**src/rtl/rxw_pkg.sv**
```systemverilog
package rxw_pkg;
  localparam int unsigned WordW  = 32;
  localparam int unsigned ByteW  = 8;
  localparam int unsigned NLanes = WordW / ByteW;
  localparam int unsigned LaneW  = $clog2(NLanes);
  localparam int unsigned CntW   = LaneW + 1;

  typedef enum logic [2:0] {
    ST_IDLE  = 3'd0,
    ST_WAIT  = 3'd1,
    ST_READ  = 3'd2,
    ST_WRITE = 3'd3,
    ST_ADV   = 3'd4
  } rxw_state_e;
endpackage

```
**src/rtl/rxw_lane_merge.sv**
```systemverilog
module rxw_lane_merge
  import rxw_pkg::*;
(
  input  logic [WordW-1:0]  old_i,
  input  logic [WordW-1:0]  new_i,
  input  logic [NLanes-1:0] mask_i,
  output logic [WordW-1:0]  out_o
);
  for (genvar k = 0; k < NLanes; k++) begin : g_lane
    assign out_o[k*ByteW +: ByteW] = mask_i[k] ? new_i[k*ByteW +: ByteW]
                                               : old_i[k*ByteW +: ByteW];
  end
endmodule

```
**src/rtl/rxw_idle_timer.sv**
```systemverilog
module rxw_idle_timer #(
  parameter int unsigned TmrW = 8
) (
  input  logic            clk_i,
  input  logic            rst_ni,
  input  logic            run_i,
  input  logic            clr_i,
  input  logic [TmrW-1:0] limit_i,
  output logic            expired_o
);
  logic [TmrW-1:0] cnt_q, cnt_d;
  logic            cnt_en;

  assign expired_o = (cnt_q == limit_i);

  always_comb begin
    cnt_en = 1'b0;
    cnt_d  = cnt_q;
    if (clr_i) begin
      cnt_en = 1'b1;
      cnt_d  = '0;
    end else if (run_i && !expired_o) begin
      cnt_en = 1'b1;
      cnt_d  = cnt_q + TmrW'(1);
    end
  end

  always_ff @(posedge clk_i or negedge rst_ni) begin
    if (!rst_ni) begin
      cnt_q <= '0;
    end else if (cnt_en) begin
      cnt_q <= cnt_d;
    end
  end

  // a cleared timer starts the idle window from zero
  a_r2_clear_restarts: assert property (@(posedge clk_i) disable iff (!rst_ni)
    clr_i |=> (cnt_q == '0));
endmodule

```
**src/rtl/rxw_ptr_unit.sv**
```systemverilog
module rxw_ptr_unit
  import rxw_pkg::*;
#(
  parameter int unsigned SramAw = 9,
  localparam int unsigned OffW  = SramAw + 2,
  localparam int unsigned PtrW  = OffW + 1
) (
  input  logic              clk_i,
  input  logic              rst_ni,
  input  logic [SramAw-1:0] base_i,
  input  logic [SramAw-1:0] limit_i,
  input  logic [PtrW-1:0]   rptr_i,
  input  logic [PtrW-1:0]   level_i,
  input  logic              adv_i,
  input  logic [CntW-1:0]   adv_bytes_i,
  input  logic [CntW-1:0]   staged_i,
  output logic [PtrW-1:0]   wptr_o,
  output logic              full_o,
  output logic              level_o
);
  logic [PtrW-1:0]   wptr_q, wptr_d;
  logic [SramAw:0]   words;
  logic [OffW:0]     size;
  logic [OffW:0]     w_off, r_off, depth, sum;
  logic              w_ph, r_ph;
  logic [OffW+1:0]   occupied;

  assign words = {1'b0, limit_i} - {1'b0, base_i} + (SramAw+1)'(1);
  assign size  = {words, 2'b00};
  assign w_off = {1'b0, wptr_q[OffW-1:0]};
  assign r_off = {1'b0, rptr_i[OffW-1:0]};
  assign w_ph  = wptr_q[OffW];
  assign r_ph  = rptr_i[OffW];

  always_comb begin
    if (w_ph == r_ph) depth = w_off - r_off;
    else              depth = size - r_off + w_off;
  end

  assign occupied = {1'b0, depth} + (OffW+2)'(staged_i);
  assign full_o   = occupied >= {1'b0, size};
  assign level_o  = depth > level_i;

  always_comb begin
    sum    = w_off + (OffW+1)'(adv_bytes_i);
    wptr_d = wptr_q;
    if (sum >= size) begin
      wptr_d = {~w_ph, OffW'(sum - size)};
    end else begin
      wptr_d = {w_ph, sum[OffW-1:0]};
    end
  end

  always_ff @(posedge clk_i or negedge rst_ni) begin
    if (!rst_ni) begin
      wptr_q <= '0;
    end else if (adv_i) begin
      wptr_q <= wptr_d;
    end
  end

  assign wptr_o = wptr_q;

  // the pointer only moves in the advance step
  a_r5_ptr_hold: assert property (@(posedge clk_i) disable iff (!rst_ni)
    !adv_i |=> $stable(wptr_q));
endmodule

```
**src/rtl/rx_word_packer.sv**
```systemverilog
module rx_word_packer
  import rxw_pkg::*;
#(
  parameter int unsigned SramAw = 9,
  parameter int unsigned TmrW   = 8,
  localparam int unsigned OffW  = SramAw + 2,
  localparam int unsigned PtrW  = OffW + 1
) (
  input  logic              clk_i,
  input  logic              rst_ni,
  input  logic              fifo_valid_i,
  input  logic [ByteW-1:0]  fifo_data_i,
  output logic              fifo_pop_o,
  input  logic [SramAw-1:0] base_i,
  input  logic [SramAw-1:0] limit_i,
  input  logic [PtrW-1:0]   rptr_i,
  input  logic [PtrW-1:0]   level_i,
  input  logic [TmrW-1:0]   timer_i,
  output logic              sram_req_o,
  output logic              sram_we_o,
  output logic [SramAw-1:0] sram_addr_o,
  output logic [WordW-1:0]  sram_wdata_o,
  input  logic [WordW-1:0]  sram_rdata_i,
  output logic [PtrW-1:0]   wptr_o,
  output logic              full_o,
  output logic              level_o,
  output logic              overflow_o
);
  rxw_state_e        state_q, state_d;
  logic [WordW-1:0]  stage_q, stage_d;
  logic [CntW-1:0]   cnt_q, cnt_d;
  logic              rmw_q, rmw_d;
  logic              stage_en, rmw_en;
  logic [PtrW-1:0]   wptr;
  logic [LaneW-1:0]  lane;
  logic [CntW-1:0]   pos;
  logic [NLanes-1:0] mask;
  logic [WordW-1:0]  merged;
  logic              accept, keep, drop, word_fill;
  logic              tmr_run, tmr_clr, tmr_exp;

  assign lane      = wptr[LaneW-1:0];
  assign pos       = {1'b0, lane} + cnt_q;
  assign accept    = fifo_valid_i && (state_q == ST_IDLE || state_q == ST_WAIT);
  assign keep      = accept && !full_o;
  assign drop      = accept && full_o;
  assign word_fill = (pos == CntW'(NLanes - 1));

  for (genvar k = 0; k < NLanes; k++) begin : g_mask
    assign mask[k] = (CntW'(k) >= {1'b0, lane}) && (CntW'(k) < pos);
  end

  // next state
  always_comb begin
    state_d = state_q;
    unique case (state_q)
      ST_IDLE, ST_WAIT: begin
        if (keep) begin
          if (word_fill) state_d = (lane == '0) ? ST_WRITE : ST_READ;
          else           state_d = ST_WAIT;
        end else if (state_q == ST_WAIT && tmr_exp) begin
          state_d = ST_READ;
        end
      end
      ST_READ:  state_d = ST_WRITE;
      ST_WRITE: state_d = ST_ADV;
      ST_ADV:   state_d = ST_IDLE;
      default:  state_d = ST_IDLE;
    endcase
  end

  // staging data path
  always_comb begin
    stage_en = 1'b0;
    stage_d  = stage_q;
    cnt_d    = cnt_q;
    if (state_q == ST_ADV) begin
      stage_en = 1'b1;
      stage_d  = '0;
      cnt_d    = '0;
    end else if (keep) begin
      stage_en = 1'b1;
      cnt_d    = cnt_q + CntW'(1);
      for (int k = 0; k < NLanes; k++) begin
        if (pos[LaneW-1:0] == LaneW'(k)) stage_d[k*ByteW +: ByteW] = fifo_data_i;
      end
    end
  end

  always_comb begin
    rmw_en = 1'b0;
    rmw_d  = rmw_q;
    if (state_q == ST_READ) begin
      rmw_en = 1'b1;
      rmw_d  = 1'b1;
    end else if (state_q == ST_ADV) begin
      rmw_en = 1'b1;
      rmw_d  = 1'b0;
    end
  end

  always_ff @(posedge clk_i or negedge rst_ni) begin
    if (!rst_ni) begin
      state_q <= ST_IDLE;
      stage_q <= '0;
      cnt_q   <= '0;
      rmw_q   <= 1'b0;
    end else begin
      state_q <= state_d;
      if (stage_en) begin
        stage_q <= stage_d;
        cnt_q   <= cnt_d;
      end
      if (rmw_en) rmw_q <= rmw_d;
    end
  end

  assign tmr_run = (state_q == ST_WAIT) && !keep;
  assign tmr_clr = keep || (state_q != ST_WAIT);

  rxw_idle_timer #(.TmrW(TmrW)) u_timer (
    .clk_i     (clk_i),
    .rst_ni    (rst_ni),
    .run_i     (tmr_run),
    .clr_i     (tmr_clr),
    .limit_i   (timer_i),
    .expired_o (tmr_exp)
  );

  rxw_ptr_unit #(.SramAw(SramAw)) u_ptr (
    .clk_i       (clk_i),
    .rst_ni      (rst_ni),
    .base_i      (base_i),
    .limit_i     (limit_i),
    .rptr_i      (rptr_i),
    .level_i     (level_i),
    .adv_i       (state_q == ST_ADV),
    .adv_bytes_i (cnt_q),
    .staged_i    (cnt_q),
    .wptr_o      (wptr),
    .full_o      (full_o),
    .level_o     (level_o)
  );

  rxw_lane_merge u_merge (
    .old_i  (sram_rdata_i),
    .new_i  (stage_q),
    .mask_i (mask),
    .out_o  (merged)
  );

  assign fifo_pop_o   = accept;
  assign overflow_o   = drop;
  assign sram_req_o   = (state_q == ST_READ) || (state_q == ST_WRITE);
  assign sram_we_o    = (state_q == ST_WRITE);
  assign sram_addr_o  = base_i + wptr[OffW-1:LaneW];
  assign sram_wdata_o = rmw_q ? merged : stage_q;
  assign wptr_o       = wptr;

  // never pop an empty queue
  a_r9_pop_needs_valid: assert property (@(posedge clk_i) disable iff (!rst_ni)
    fifo_pop_o |-> fifo_valid_i);

  // a read is followed by a write to the same word
  a_r3_read_then_write: assert property (@(posedge clk_i) disable iff (!rst_ni)
    (sram_req_o && !sram_we_o) |=> (sram_req_o && sram_we_o && sram_addr_o == $past(sram_addr_o)));

  // a write without a preceding read carries a whole aligned word
  a_r1_plain_write_full: assert property (@(posedge clk_i) disable iff (!rst_ni)
    (sram_req_o && sram_we_o && !rmw_q) |-> (lane == '0 && cnt_q == CntW'(NLanes)));

  // accesses stay inside the window
  a_r4_addr_window: assert property (@(posedge clk_i) disable iff (!rst_ni)
    sram_req_o |-> (sram_addr_o >= base_i && sram_addr_o <= limit_i));

  // a discarded byte is only popped while full
  a_r6_drop_when_full: assert property (@(posedge clk_i) disable iff (!rst_ni)
    overflow_o |-> (fifo_pop_o && full_o));
endmodule

```
**config.mk**
```make
export PLATFORM = sky130hd
export DESIGN_NAME = rx_word_packer
export DESIGN_NICKNAME = d
export VERILOG_FILES = /design/src/rtl/rxw_pkg.sv /design/src/rtl/rxw_lane_merge.sv /design/src/rtl/rxw_idle_timer.sv /design/src/rtl/rxw_ptr_unit.sv /design/src/rtl/rx_word_packer.sv
export SDC_FILE = /design/constraint.sdc
export NUM_CORES = 1
export LEC_CHECK = 0
export BUFFER_PORTS_ARGS = -buffer_cell sky130_fd_sc_hd__buf_2
export CAP_MARGIN = 20
export CORE_AREA = 2 2 111 113
export DETAILED_ROUTE_END_ITERATION = 10
export DIE_AREA = 0 0 113 115
export GPL_TIMING_DRIVEN = 1
export PLACE_DENSITY = 0.82
export SLEW_MARGIN = 5
export SYNTH_ARGS = -nofsm -noshare
export SYNTH_HDL_FRONTEND = slang
export SYNTH_SLANG_ARGS = --single-unit
```
**constraint.sdc**
```tcl
create_clock -name clk_i -period 9.8 [get_ports clk_i]
set_input_delay 1.96 -clock clk_i [delete_from_list [all_inputs] [get_ports clk_i]]
set_output_delay 1.96 -clock clk_i [all_outputs]
set_load 0.02 [all_outputs]
```
==> out/results.txt, run 1 <==
Achievable frequency - 110 MHz
Vias per cell - 5.59
Post-Synth XOR/XNOR Area - 9.39%
P&R area growth vs syn - 18.2%
Commonest non-fill, non-tap cell in the layout - buf_2
Initial antenna violation count - 0
Vias in the first global route - 5732
Final setup viols - 0
I/O pin count - 152
Starting Density - 55.3%
Kind of end point of the critical path - output port
Core Region - 0.0118 mm2
Grt ovf - 0
Fin. Hold Viols - 0
Synth Warn # - 0
Post-route ant nets - 0
Yosys reg bits - 59
Root buffer selected by CTS - clkbuf_16
WL per Instance - 16.0 um
CTS Buf Count - 9
CTS Buffer Depth - 2
Period utilization - 93.1%
Nets - 1089
CTS tree - yes
Post-Synth Simple-Gate Area - 14.5%
CP Max Fanout - 4
Ys async rst share - 100%
Site Rows - 40
Chip Width - 113 um
Cell Area, Synth - 0.00653 mm2
Critical Path AT - 7170 ps
TritonRoute pass-1 iters - 9
Share of cells above drive strength 1 - 24.4%
Kind of critical path - input pin to output port
Max_cap viols - 0
Clk pin slew, worst setup/hold paths - 50 ps
Post-CTS setup repair buffer count - 0
Starting DRT DRC Count - 373
Setup TNS after final layout - 0 ps
Hold Crit Class - flop to flop
Top FF cell, synth - dfrtp_1
Syn nets - 936
DRC - 8
Routability cong. - 0.938
Number of synthesized flops with an enable pin - 0
Post-CTS Resized - 0
Die Y - 115 um
Failing checks - DRC
Compound-Gate Fraction of Synth Area - 14.4%
First-pass GRT wire length - 27200 um
Seq/Total Area, Yosys - 22.6%
Post-DP HPWL - 13200 um
Mux share of post-synthesis cell area - 12.5%
RSZ-0062 raised after global routing - no
Hold-fix buffers, CTS - 0
Area fraction of the dominant cell type after synthesis - 22.6%
Outcome - finished with violations
Routed vias - 5844
Cell variety after synth - 62
Diodes inserted - 0
H-tree Lvls - 3
Commonest cells after routing, fill and taps aside - 152 x buf_2, 86 x ha_1, 80 x nand2_1
Die ar. - 0.0130 mm2
Largest net degree at the start of global routing - 60
Sink Count - 59
Worst-margin pin slew - 1020 ps
Final worst path period need - 9130 ps
Combinational family with the most area after synthesis - adder cells
Worst EP required - 7840 ps
Worst-Skew Late Latency - 320 ps
Avg Inst Size Synth - 8.81 um2
Post-Synthesis Cells - 741
All-Layer GR Usage - 25.9%
Yosys top cell by area - dfrtp_1
Routed WL - 16700 um
Post-synthesis adder-cell area fraction - 21.4%
CP Launch Type - input pin
Final Slew Violations - 0
Port bufs - 151
Top post-synthesis cells by area - dfrtp_1 23%, ha_1 16%, mux2i_1 6.6%
Final Skew - 7.82 ps
Slew headroom - 31.3%
==> registers in the layout (all words and copies together), names as in the netlist <==
register and flops:
cnt_q 3, rmw_q 1, stage_q 32, state_q 3, u_ptr.wptr_o 12, u_timer.cnt_q 8
==> cell usage after synthesis (4+ instances only) <==
| cell type | number |
|---|---|
| dfrtp_1 | 59 |
| or3_1 | 6 |
| xnor2_1 | 38 |
| buf_2 | 4 |
| mux2i_1 | 43 |
| ha_1 | 86 |
| inv_1 | 76 |
| nor3_1 | 9 |
| a21oi_1 | 36 |
| nand2_1 | 80 |
| and3_1 | 5 |
| nor2b_1 | 8 |
| or2_2 | 4 |
| nor2_1 | 40 |
| clkbuf_1 | 10 |
| xor2_1 | 32 |
| fa_1 | 16 |
| and2_1 | 5 |
| o21ai_0 | 36 |
| nand4_1 | 7 |
| o21bai_1 | 5 |
| nand2b_1 | 6 |
| nand3_1 | 15 |
| mux2_2 | 34 |
| a211oi_1 | 4 |
| a21o_1 | 18 |
| o21ai_1 | 5 |
| o211ai_1 | 4 |
| a31oi_1 | 6 |
==> final timing paths <==
kind / start / endpoint / slack, ps / cells past startpoint
min: stage_q[16]$_DFFE_PN0P_ / stage_q[16]$_DFFE_PN0P_ / 520 / 2
max reg2reg: u_ptr.wptr_o[1]$_DFFE_PN0P_ / stage_q[12]$_DFFE_PN0P_ / 4250 / 18
min reg2reg: stage_q[16]$_DFFE_PN0P_ / stage_q[16]$_DFFE_PN0P_ / 520 / 2
min in group asynchronous: rst_ni / u_timer.cnt_q[7]$_DFFE_PN0P_ / 1780 / 2
max: base_i[2] / overflow_o / 670 / 26
max in group asynchronous: rst_ni / stage_q[20]$_DFFE_PN0P_ / 7530 / 2
==> routing by layer <==
layer / global-route usage (%) / wire length (um)
met2: 43.8 / 7950
met1: 34.3 / 7280
met3: 3.64 / 1040
met5: 0 / 0
met4: 8.70 / 459
==> critical path: stages <==
cell	delay, ps
buf_2	90
inv_1	40
ha_1	330
ha_1	310
a21o_1	170
a21oi_1	220
o21bai_1	90
a21oi_1	220
xnor2_1	200
fa_1	470
ha_1	370
a21oi_1	190
o21ai_0	170
and3_1	200
nor3_1	150
a31oi_1	100
or2_2	400
nor2_1	120
xnor2_1	140
ha_1	270
a21o_1	190
a21oi_1	140
o21ai_1	110
nand2b_1	190
and2_1	170
buf_2	150
==> cells by family after synthesis <==
family | Yosys count
buffers and inverters | 91
XOR/XNOR | 70
AO/OA/AOI/OAI | 144
AND/OR/NAND/NOR | 198
flip-flops | 59
adder cells (fa/ha/maj) | 102
multiplexers | 77
==> metrics by stage <==
stage	hold WS (ps)	std cells	area [um2]	utilization, %	setup slack (ps)
floorplan	496	741	6530	-	1220
CTS	525	1046	7720	65.4	733
global route	546	1046	7720	65.4	298
finish	523	1046	7720	65.4	675
detailed placement	514	1030	7460	63.1	773
global placement	508	1029	7450	63.1	942
==> area by class of cell <==
cell class	count	area (um2)
multi-input combinational	591	4710
inverter	76	285
timing repair buffer	157	798
tap	147	184
clock inverter	6	32.5
clock buffer	10	229
fill	988	4090
sequential	59	1480
Power of run 1 is not shown: default switching activity piles up to over one toggle a cycle in this logic, so the estimate is an artifact.
==> run 2: changes to the inputs <==
- PLACE_DENSITY: 0.82 -> 0.81
==> run 2 against run 1 <==
  * The flow still finishes with violations (DRC)
  * Count of clock-buffer cells in the layout fell by 1
  * Core utilization rose by 0.74 points
  * Design area is 1.1% higher
  * First-iteration DRC count shrank 25%
  * Critical path type unchanged
  * Largest cell class unchanged
==> out/results.txt, run 2 (synthesis results as in run 1) <==
Worst EP required - 7840 ps (about the same)
Chip Width - 113 um (unchanged)
Routability cong. - 0.942 (was 0.938)
Grt ovf - 0 (unchanged)
Kind of critical path - input pin to output port (unchanged)
Starting Density - 55.3% (unchanged)
Final Slew Violations - 0 (unchanged)
Die Y - 115 um (unchanged)
RSZ-0062 raised after global routing - no (unchanged)
Outcome - finished with violations (unchanged)
Critical Path Max Stage Delay - 450 ps (was 470 ps)
Slew headroom - 42.2% (was 31.3%)
Cell Area, Placed - 0.00745 mm2 (was 0.00746 mm2)
Critical Path AT - 7110 ps (was 7170 ps)
CTS Buffer Depth - 2 (unchanged)
Period utilization - 92.5% (was 93.1%)
Worst Path Buf+Inv - 3 (unchanged)
Post-route ant nets - 0 (unchanged)
Multi-input gate area - 0.00472 mm2 (was 0.00471 mm2)
Setup WS post-layout - 734 ps (was 675 ps)
Post-CTS Resized - 0 (unchanged)
First-pass GRT wire length - 26900 um (was 27200 um)
Vias in the first global route - 5673 (was 5732)
Routed WL - 16700 um (about the same)
Final core utilization - 66.1% (was 65.4%)
Die ar. - 0.0130 mm2 (unchanged)
TritonRoute pass-1 iters - 7 (was 9)
Port bufs - 151 (unchanged)
Post-CTS setup repair buffer count - 0 (unchanged)
Clk pin slew, worst setup/hold paths - 60 ps (was 50 ps)
Share of cells above drive strength 1 - 24.5% (was 24.4%)
CP Max Fanout - 4 (unchanged)
Cell area after layout - 0.00781 mm2 (was 0.00772 mm2)
Site Rows - 40 (unchanged)
Nets - 1088 (was 1089)
CTS tree - yes (unchanged)
Kind of end point of the critical path - output port (unchanged)
DRC - 5 (was 8)
Vias per cell - 5.59 (about the same)
Crit-path slowest cell - fa_1 (unchanged)
Worst-Skew Late Latency - 330 ps (was 320 ps)
Setup TNS after final layout - 0 ps (unchanged)
Largest net degree at the start of global routing - 60 (unchanged)
Commonest cells after routing, fill and taps aside - 151 x buf_2, 86 x ha_1, 80 x nand2_1 (was 152 x buf_2, 86 x ha_1, 80 x nand2_1)
Family with the most delay on the worst path - adder cells (unchanged)
Post-DP HPWL - 13200 um (about the same)
I/O pin count - 152 (unchanged)
Final Skew - 7.76 ps (was 7.82 ps)
Final worst path period need - 9070 ps (was 9130 ps)
Root buffer selected by CTS - clkbuf_16 (unchanged)
Diodes inserted - 0 (unchanged)
Final setup viols - 0 (unchanged)
Commonest non-fill, non-tap cell in the layout - buf_2 (unchanged)
Worst-margin pin slew - 861 ps (was 1020 ps)
Failing checks - DRC (unchanged)
Fin. Hold Viols - 0 (unchanged)
H-tree Lvls - 3 (unchanged)
WL per Instance - 16.0 um (about the same)
CTS Buf Count - 9 (unchanged)
Hold Crit Class - flop to flop (unchanged)
Sink Count - 59 (unchanged)
Initial antenna violation count - 0 (unchanged)
Top reg by flops - stage_q (unchanged)
Pre-CTS setup slack - 789 ps (was 773 ps)
P&R area growth vs syn - 19.5% (was 18.2%)
Hold-fix buffers, CTS - 0 (unchanged)
All-Layer GR Usage - 25.5% (was 25.9%)
Achievable frequency - 110 MHz (about the same)
Routed vias - 5845 (was 5844)
Fill count - 1011 (was 988)
Register Area - 0.00148 mm2 (unchanged)
CP Launch Type - input pin (unchanged)
Starting DRT DRC Count - 280 (was 373)
Core Region - 0.0118 mm2 (unchanged)
Max_cap viols - 0 (unchanged)
Max reg flops - 32 (unchanged)
## run 2: changes by cell type in the layout (fill, tap and decap cells not counted)
cell       change
clkinv_2       -5
bufinv_16      +3
buf_2          -1
clkbuf_1       -1
clkinv_4       +1
o31ai_2        +1
o31ai_1        -1
inv_6          +2
## run 2: layout make-up
cell class / instances / area share (%)
Clock inverter: 7 / 1.59
Inverter: 76 / 3.65
Multi-Input combinational cell: 591 / 60.4
Clock buffer: 9 / 2.88
Tap cell: 147 / 2.36
Sequential cell: 59 / 18.9
Timing Repair Buffer: 156 / 10.2
## run 2: metrics by stage
stage,hold WS (ps),std cells
after global placement,516,1029
after CTS,535,1045
after detailed placement,522,1029
after floorplan,496,741
final,535,1045
after global routing,562,1045
## run 2: routing by layer
| layer | vias to the layer above | wire (um) | track usage [%] |
|---|---|---|---|
| met5 | - | 0 | 0 |
| met4 | 0 | 257 | 5.77 |
| met3 | 23 | 695 | 3.85 |
| li1 | 2894 | - | - |
| met1 | 2789 | 7620 | 34.7 |
| met2 | 139 | 8120 | 43.5 |
## run 2: worst register-to-register path: stages, from the launching register on
cell      delay [ps]
dfrtp_1          640
ha_1             350
ha_1             240
fa_1             420
a211oi_2         360
o211ai_1         190
and3_1           210
nor3_1           140
a31oi_1          110
or2_2            410
nor2_1           130
xnor2_1          130
ha_1             260
a21o_1           190
a21oi_1          130
o21ai_1          100
nor2_1           390
nand4b_1         620
mux2i_1          350
## run 2: worst paths after layout
check	start	to	slack, ps	cells after the start
max	base_i[2]	overflow_o	730	26
min	stage_q[12]$_DFFE_PN0P_	stage_q[12]$_DFFE_PN0P_	540	2
max reg2reg	u_ptr.wptr_o[1]$_DFFE_PN0P_	stage_q[9]$_DFFE_PN0P_	4330	18
min reg2reg	stage_q[12]$_DFFE_PN0P_	stage_q[12]$_DFFE_PN0P_	540	2
max in group asynchronous	rst_ni	stage_q[6]$_DFFE_PN0P_	7530	2
min in group asynchronous	rst_ni	u_timer.cnt_q[7]$_DFFE_PN0P_	1780	2
Power of run 2 is left out for the same reason.
